[src/rtl/irq_trk_pkg.sv]
package irq_trk_pkg;
    localparam int ID_W    = 10;
    localparam int PRIO_W  = 8;
    localparam int RPRIO_W = PRIO_W + 1;
    localparam int EOI_W   = 32;
    localparam logic [ID_W-1:0]    NO_IRQ     = 10'd1023;
    localparam logic [RPRIO_W-1:0] IDLE_RPRIO = 9'h100;

    typedef enum logic {
        TRK_READY = 1'b0,
        TRK_WALK  = 1'b1
    } trk_state_e;

    typedef struct packed {
        logic            vld;
        logic [ID_W-1:0] id;
        logic            all;
    } pend_op_t;

    function automatic logic [RPRIO_W-1:0] rprio_of(input logic none,
                                                    input logic [PRIO_W-1:0] p);
        return none ? IDLE_RPRIO : {1'b0, p};
    endfunction
endpackage

[src/rtl/irq_pred_table.sv]
module irq_pred_table
    import irq_trk_pkg::*;
#(
    parameter int NIRQ = 64,
    localparam int IDX_W = (NIRQ > 1) ? $clog2(NIRQ) : 1
) (
    input  logic             clk,
    input  logic             rst,
    input  logic             we,
    input  logic [IDX_W-1:0] wr_idx,
    input  logic [ID_W-1:0]  wr_val,
    input  logic [IDX_W-1:0] rd_a_idx,
    output logic [ID_W-1:0]  rd_a,
    input  logic [IDX_W-1:0] rd_b_idx,
    output logic [ID_W-1:0]  rd_b
);
    logic [ID_W-1:0] link_q [NIRQ];

    generate
        for (genvar g = 0; g < NIRQ; g++) begin : g_entry
            always_ff @(posedge clk) begin
                if (rst) begin
                    link_q[g] <= NO_IRQ;
                end else if (we && (int'(wr_idx) == g)) begin
                    link_q[g] <= wr_val;
                end
            end
        end
    endgenerate

    assign rd_a = (int'(rd_a_idx) < NIRQ) ? link_q[rd_a_idx] : NO_IRQ;
    assign rd_b = (int'(rd_b_idx) < NIRQ) ? link_q[rd_b_idx] : NO_IRQ;
endmodule

[src/rtl/irq_trk_cpu.sv]
module irq_trk_cpu
    import irq_trk_pkg::*;
#(
    parameter int NIRQ = 64,
    localparam int IDX_W = (NIRQ > 1) ? $clog2(NIRQ) : 1
) (
    input  logic                   clk,
    input  logic                   rst,
    input  logic                   ack_req,
    input  logic                   eoi_req,
    input  logic [EOI_W-1:0]       eoi_wdata,
    input  logic [ID_W-1:0]        best_id,
    input  logic [NIRQ*PRIO_W-1:0] prio_flat,
    input  logic [NIRQ-1:0]        edge_cfg,
    input  logic [NIRQ-1:0]        bcast_cfg,
    input  logic [NIRQ-1:0]        en_row,
    input  logic [NIRQ-1:0]        line_lvl,
    input  logic [NIRQ-1:0]        tgt_row,
    output logic                   rsp_vld,
    output logic [ID_W-1:0]        rsp_id,
    output pend_op_t               clr_op,
    output pend_op_t               set_op,
    output logic [ID_W-1:0]        run_id_o,
    output logic [RPRIO_W-1:0]     run_prio_o,
    output logic                   busy
);
    function automatic logic [IDX_W-1:0] idx_of(input logic [ID_W-1:0] id);
        return id[IDX_W-1:0];
    endfunction

    function automatic logic in_rng(input logic [ID_W-1:0] id);
        return int'(id) < NIRQ;
    endfunction

    function automatic logic [PRIO_W-1:0] prio_of(input logic [ID_W-1:0] id);
        return in_rng(id) ? prio_flat[int'(idx_of(id))*PRIO_W +: PRIO_W] : '1;
    endfunction

    trk_state_e          state_q;
    logic [ID_W-1:0]     run_q, cur_q, tgt_q;
    logic [RPRIO_W-1:0]  rp_q;
    logic                rsp_vld_q;
    logic [ID_W-1:0]     rsp_id_q;
    pend_op_t            clr_q, set_q;

    logic [ID_W-1:0]     eoi_id, link_a, link_b;
    logic                walking, ack_go, eoi_go, eoi_act, best_ok, repend;
    logic                walk_end, walk_hit, tbl_we;
    logic [IDX_W-1:0]    tbl_widx;
    logic [ID_W-1:0]     tbl_wval;

    assign walking = (state_q == TRK_WALK);
    assign eoi_id  = eoi_wdata[ID_W-1:0];
    assign eoi_go  = eoi_req && !walking;
    assign ack_go  = ack_req && !eoi_req && !walking;
    assign eoi_act = eoi_go && (run_q != NO_IRQ);

    assign best_ok = (best_id != NO_IRQ) && in_rng(best_id) &&
                     ({1'b0, prio_of(best_id)} < rp_q);

    always_comb begin
        repend = 1'b0;
        if (eoi_act && (eoi_id != NO_IRQ) && in_rng(eoi_id)) begin
            repend = !edge_cfg[idx_of(eoi_id)] && en_row[idx_of(eoi_id)] &&
                     line_lvl[idx_of(eoi_id)] && tgt_row[idx_of(eoi_id)];
        end
    end

    assign walk_end = walking && (link_a == NO_IRQ);
    assign walk_hit = walking && (link_a != NO_IRQ) && (link_a == tgt_q);

    always_comb begin
        tbl_we   = 1'b0;
        tbl_widx = idx_of(best_id);
        tbl_wval = run_q;
        if (walk_hit) begin
            tbl_we   = 1'b1;
            tbl_widx = idx_of(cur_q);
            tbl_wval = link_b;
        end else if (ack_go && best_ok) begin
            tbl_we   = 1'b1;
        end
    end

    irq_pred_table #(.NIRQ(NIRQ)) u_links (
        .clk      (clk),
        .rst      (rst),
        .we       (tbl_we),
        .wr_idx   (tbl_widx),
        .wr_val   (tbl_wval),
        .rd_a_idx (walking ? idx_of(cur_q) : idx_of(run_q)),
        .rd_a     (link_a),
        .rd_b_idx (idx_of(tgt_q)),
        .rd_b     (link_b)
    );

    always_ff @(posedge clk) begin
        if (rst) begin
            state_q   <= TRK_READY;
            run_q     <= NO_IRQ;
            rp_q      <= IDLE_RPRIO;
            cur_q     <= NO_IRQ;
            tgt_q     <= NO_IRQ;
            rsp_vld_q <= 1'b0;
            rsp_id_q  <= NO_IRQ;
            clr_q     <= '{vld: 1'b0, id: NO_IRQ, all: 1'b0};
            set_q     <= '{vld: 1'b0, id: NO_IRQ, all: 1'b0};
        end else begin
            rsp_vld_q <= 1'b0;
            clr_q.vld <= 1'b0;
            set_q.vld <= 1'b0;
            if (ack_go) begin
                rsp_vld_q <= 1'b1;
                if (best_ok) begin
                    rsp_id_q <= best_id;
                    run_q    <= best_id;
                    rp_q     <= {1'b0, prio_of(best_id)};
                    clr_q    <= '{vld: 1'b1, id: best_id,
                                  all: bcast_cfg[idx_of(best_id)]};
                end else begin
                    rsp_id_q <= NO_IRQ;
                end
            end
            if (eoi_act) begin
                if (repend) begin
                    set_q <= '{vld: 1'b1, id: eoi_id, all: 1'b0};
                end
                if (eoi_id == run_q) begin
                    run_q <= link_a;
                    rp_q  <= rprio_of(link_a == NO_IRQ, prio_of(link_a));
                end else begin
                    state_q <= TRK_WALK;
                    cur_q   <= run_q;
                    tgt_q   <= eoi_id;
                end
            end
            if (walking) begin
                if (walk_end || walk_hit) begin
                    state_q <= TRK_READY;
                end else begin
                    cur_q <= link_a;
                end
            end
        end
    end

    assign rsp_vld    = rsp_vld_q;
    assign rsp_id     = rsp_id_q;
    assign clr_op     = clr_q;
    assign set_op     = set_q;
    assign run_id_o   = run_q;
    assign run_prio_o = rp_q;
    assign busy       = walking;


    idle_prio_chk: assert property (@(posedge clk) disable iff (rst)
        (run_q == NO_IRQ) |-> (rp_q == IDLE_RPRIO));


    reject_hold_chk: assert property (@(posedge clk) disable iff (rst)
        (rsp_vld_q && rsp_id_q == NO_IRQ) |-> ($stable(run_q) && $stable(rp_q) && !clr_q.vld));


    accept_run_chk: assert property (@(posedge clk) disable iff (rst)
        (rsp_vld_q && rsp_id_q != NO_IRQ) |-> (run_q == rsp_id_q && clr_q.vld && clr_q.id == rsp_id_q));


    walk_hold_chk: assert property (@(posedge clk) disable iff (rst)
        walking |-> $stable(run_q));


    busy_drop_chk: assert property (@(posedge clk) disable iff (rst)
        (walking && (ack_req || eoi_req)) |=> (!rsp_vld_q && !set_q.vld));


    dual_req_chk: assert property (@(posedge clk) disable iff (rst)
        (ack_req && eoi_req) |=> !rsp_vld_q);


    eoi_idle_chk: assert property (@(posedge clk) disable iff (rst)
        (eoi_req && !walking && run_q == NO_IRQ) |=> (run_q == NO_IRQ && !walking && !set_q.vld));


    pulse_excl_chk: assert property (@(posedge clk) disable iff (rst)
        $onehot0({rsp_vld_q, set_q.vld}));
endmodule

[src/rtl/irq_ack_tracker.sv]
module irq_ack_tracker
    import irq_trk_pkg::*;
#(
    parameter int NCPU = 2,
    parameter int NIRQ = 64
) (
    input  logic                   clk,
    input  logic                   rst,
    input  logic [NCPU-1:0]        ack_req,
    input  logic [NCPU-1:0]        eoi_req,
    input  logic [NCPU*32-1:0]     eoi_wdata,
    input  logic [NCPU*10-1:0]     best_id,
    input  logic [NIRQ*8-1:0]      irq_prio,
    input  logic [NIRQ-1:0]        irq_edge,
    input  logic [NIRQ-1:0]        irq_bcast,
    input  logic [NCPU*NIRQ-1:0]   irq_en,
    input  logic [NIRQ-1:0]        irq_line,
    input  logic [NCPU*NIRQ-1:0]   irq_tgt,
    output logic [NCPU-1:0]        ack_vld,
    output logic [NCPU*10-1:0]     ack_id,
    output logic [NCPU-1:0]        clr_vld,
    output logic [NCPU*10-1:0]     clr_id,
    output logic [NCPU-1:0]        clr_all,
    output logic [NCPU-1:0]        repend_vld,
    output logic [NCPU*10-1:0]     repend_id,
    output logic [NCPU*10-1:0]     run_id,
    output logic [NCPU*9-1:0]      run_prio,
    output logic [NCPU-1:0]        busy
);
    generate
        for (genvar c = 0; c < NCPU; c++) begin : g_cpu
            pend_op_t clr_w, set_w;

            irq_trk_cpu #(.NIRQ(NIRQ)) u_trk (
                .clk        (clk),
                .rst        (rst),
                .ack_req    (ack_req[c]),
                .eoi_req    (eoi_req[c]),
                .eoi_wdata  (eoi_wdata[c*EOI_W +: EOI_W]),
                .best_id    (best_id[c*ID_W +: ID_W]),
                .prio_flat  (irq_prio),
                .edge_cfg   (irq_edge),
                .bcast_cfg  (irq_bcast),
                .en_row     (irq_en[c*NIRQ +: NIRQ]),
                .line_lvl   (irq_line),
                .tgt_row    (irq_tgt[c*NIRQ +: NIRQ]),
                .rsp_vld    (ack_vld[c]),
                .rsp_id     (ack_id[c*ID_W +: ID_W]),
                .clr_op     (clr_w),
                .set_op     (set_w),
                .run_id_o   (run_id[c*ID_W +: ID_W]),
                .run_prio_o (run_prio[c*RPRIO_W +: RPRIO_W]),
                .busy       (busy[c])
            );

            assign clr_vld[c]                = clr_w.vld;
            assign clr_id[c*ID_W +: ID_W]    = clr_w.id;
            assign clr_all[c]                = clr_w.all;
            assign repend_vld[c]             = set_w.vld;
            assign repend_id[c*ID_W +: ID_W] = set_w.id;


            clr_range_chk: assert property (@(posedge clk) disable iff (rst)
                clr_w.vld |-> (int'(clr_w.id) < NIRQ));
        end
    endgenerate
endmodule

[config.mk]
export PLATFORM = sky130hd
export DESIGN_NAME = irq_ack_tracker
export DESIGN_NICKNAME = d
export VERILOG_FILES = /design/src/rtl/irq_trk_pkg.sv /design/src/rtl/irq_pred_table.sv /design/src/rtl/irq_trk_cpu.sv /design/src/rtl/irq_ack_tracker.sv
export SDC_FILE = /design/constraint.sdc
export NUM_CORES = 2
export LEC_CHECK = 0
export BUFFER_PORTS_ARGS = -buffer_cell sky130_fd_sc_hd__clkbuf_2
export CAP_MARGIN = 10
export CORE_UTILIZATION = 45
export CTS_BUF_LIST = sky130_fd_sc_hd__clkbuf_2 sky130_fd_sc_hd__clkbuf_4 sky130_fd_sc_hd__clkbuf_8
export DETAILED_ROUTE_END_ITERATION = 10
export MAX_ROUTING_LAYER = met4
export PLACE_DENSITY_LB_ADDON = 0.12
export SLEW_MARGIN = 20
export SYNTH_ARGS = -nofsm -noshare
export SYNTH_HDL_FRONTEND = slang
export SYNTH_HIERARCHICAL = 1
export SYNTH_SLANG_ARGS = --single-unit
[constraint.sdc]
create_clock -name clk -period 7.5 [get_ports clk]
set_input_delay 1.125 -clock clk [delete_from_list [all_inputs] [get_ports clk]]
set_output_delay 1.125 -clock clk [all_outputs]
set_load 0.02 [all_outputs]
==> metrics.md <==
| Metric | Value |
|---|---|
| Status | `finished, violations left` |
| Failing checks | `design-rule violations` |
| Total power | `~19000 uW` |
| Max Clk Rate | `0.1375 GHz` |
| Lkg Pwr | `~0.036 uW` |
| IO buf count | `1113` |
| Worst skew pair latency | `1.04 ns` |
| Root buffer selected by CTS | `clkbuf_8` |
| Peak VDD IR | `between 0.00015 and 0.0002 V` |
| Maximum fanout along the worst path | `30` |
| Critical Path End Type | `flip-flop` |
| Final cell utilization of the core | `a little over half` |
| Critical path type | `reg2reg` |
| Grt ovf | `0` |
| Tightest Pin Transition | `1.230 ns` |
| Reg clk slew, reported paths | `0.06 ns` |
| Fillers | `18400` |
| CTS Sinks | `1420` |
| CP dominant cell by count | `buf_4` |
| MaxCap Viol Count | `0` |
| Mapped Area | `96130 um2` |
| Critical path required time | `8.25 ns` |
| Die width | `464.2 um` |
| # H-tree levels | `5` |
| Post-cts resize count | `0` |
| Fin Hold WS | `0.4106 ns` |
| Initial antenna violation count | `266` |
| Global-route wire length before repair | `697000 um` |
| CTS tree | `done` |
| Post-Syn Instances | `7295` |
| CTS Buffer Depth | `4` |
| Post-layout min period | `7.275 ns` |
| Critical-path top delay cell | `o32ai_1` |
| Worst path max stage delay | `0.74 ns` |
| Final Wtd Congestion | `1.123` |
| CP arrival | `8.02 ns` |
| RSZ-0062 raised after global routing | `false` |
| Layout cells sized above 1 | `47.52%` |
| Worst slew margin | `17.35%` |
| Ys Warns | `6` |
| DIE AREA | `between 200000 and 250000 um2` |
| Routed WL | `529600 um` |
| Via count | `82330` |
| Hold Buf Count CTS | `0` |
| Seq. cell area | `41270 um2` |
| Final worst setup slack | `0.2252 ns` |
| Max Slew Vio Count | `0` |
| Routed Antenna Nets | `0` |
| Syn Area/Cell | `13.18 um2` |
| Mapped Nets | `8359` |
| Core Box Area | `212100 um2` |
| Hold Path Depth | `2` |
| Maximum number of pins on one net before global-route repair | `around 170` |
| Fin crit share | `97.00%` |
| Per-cell routed wire length | `45.42 um` |
| Detailed placer's ending HPWL | `403500 um` |
| DRT iter0 DRCs | `12390` |
| Setup Buffers After CTS | `0` |
| Worst Skew | `0.1355 ns` |
| Layout Nets | `9465` |
| Drt first pass iters | `11` |
| IO Pins | `roughly 1200` |
| Multi-input gate area | `51610 um2` |
| CTS Buf Count | `276` |
| Endpoints failing setup | `0` |
| Residual DRC | `507` |
| Final Hold Fails | `0` |
| Worst setup SP type | `flip-flop` |
| Cell Pwr Density | `167.4 nW/um2` |
| Setup TNS | `0 ns` |
| Total track usage | `49.67%` |
| Row count | `169` |
| Die height | `464.2 um` |
| FF-to-FF path depth | `20` |
| Worst Hold Class | `in2reg` |
| Vias in the first global route | `77810` |
| Routed vias/inst | `7.060` |
| Worst path cell trace | `buf_4 > mux2_2 > nand2b_1 > nor2_1 > o32ai_1 > a22o_1 > xnor2_1 > nand4_1 > nor4_1 > and3_1 > buf_4 > nand2_1 > o21ai_0 > buf_4 > nand2_1 > or2_2 > nor2_1 > buf_4 > nand2_1 > or2_2` |
| Place WS | `0.2261 ns` |
| Initial Util | `45.33%` |
| Layout area overhead | `17.02%` |
-- cell type report --
type                    count  share of cell area [%]
diodes                    252                  0.5606
clock buffers             380                   4.182
clock inverters            85                  0.4171
inverters                  40                  0.1357
multi-input cells        5057                   45.88
flip-flops and latches   1420                   36.68
well taps                2821                   3.138
repair buffers           1606                   9.007
-- path summary, 6_finish.rpt --
path                                           from                                                  to  slack, ns
max                  g_cpu[1].u_trk/busy$_SDFF_PP0_  g_cpu[1].u_trk/u_links/link_q[24][3]$_SDFFCE_PN1P_       0.23
max reg2reg          g_cpu[1].u_trk/busy$_SDFF_PP0_  g_cpu[1].u_trk/u_links/link_q[24][3]$_SDFFCE_PN1P_       0.23
min                                   eoi_wdata[38]                g_cpu[1].u_trk/tgt_q[6]$_SDFFE_PP1P_       0.41
min reg2reg  g_cpu[0].u_trk/clr_op[10]$_SDFFE_PP1P_              g_cpu[0].u_trk/clr_op[10]$_SDFFE_PP1P_       0.44
-- through the flow --
stage	std cells	instance area [um2]
after floorplan	7295	96130
after global placement	10940	106600
after detailed placement	10940	106700
after CTS	11410	111800
after global routing	11630	112400
final	11660	112500
-- cell usage in the layout (no fill, tap or decap), types with 84 or more instances in the layout --
master    instances
edfxtp_1       1280
clkbuf_2       1108
mux4_2         1064
or2_2           813
buf_4           428
mux2i_1         417
or3_1           406
nand2_1         299
clkbuf_8        298
diode_2         252
o22ai_1         197
nor2_1          189
o221ai_1        150
o21ai_0         139
a21oi_1         136
dfxtp_1         131
nand4b_1        117
mux2_2          100
a21o_1          100
clkbuf_4         84
-- critical path, delay by kind of cell (launching register included) --
kind                   cells  cell delay [ns]
AO/OA/AOI/OAI              3             1.31
XOR/XNOR                   1             0.17
flip-flops                 1             0.40
AND/OR/NAND/NOR           11             3.41
buffers and inverters      4             0.93
multiplexers               1             0.72
-- state kept, by name (all words and copies together), names as in the netlist --
signal                      flops
g_cpu.u_trk/rsp_id             20
g_cpu.u_trk/run_id_o           20
g_cpu.u_trk/run_prio_o         18
g_cpu.u_trk/cur_q              12
g_cpu.u_trk/tgt_q              20
g_cpu.u_trk/set_op             22
g_cpu.u_trk/clr_op             24
g_cpu.u_trk/busy                2
g_cpu.u_trk/rsp_vld             2
g_cpu.u_trk/u_links/link_q   1280
-- power by group --
group | leakage, uW | internal, uW | switching, uW | total, uW
sequential | 0.00979 | 8600 | 33.7 | 8630
combinational | 0.0233 | 931 | 1650 | 2580
clock | 0.00275 | 4140 | 3490 | 7630
-- per-layer routing --
metal,vias to the layer above,routed length [um],global-route usage (%)
met3,1628,68030,17.31
met2,6313,228300,69.86
met4,0,58000,44.04
met5,-,0,-
met1,42320,175300,55.81
li1,32080,-,-
Power figures use the tool's default switching activity.
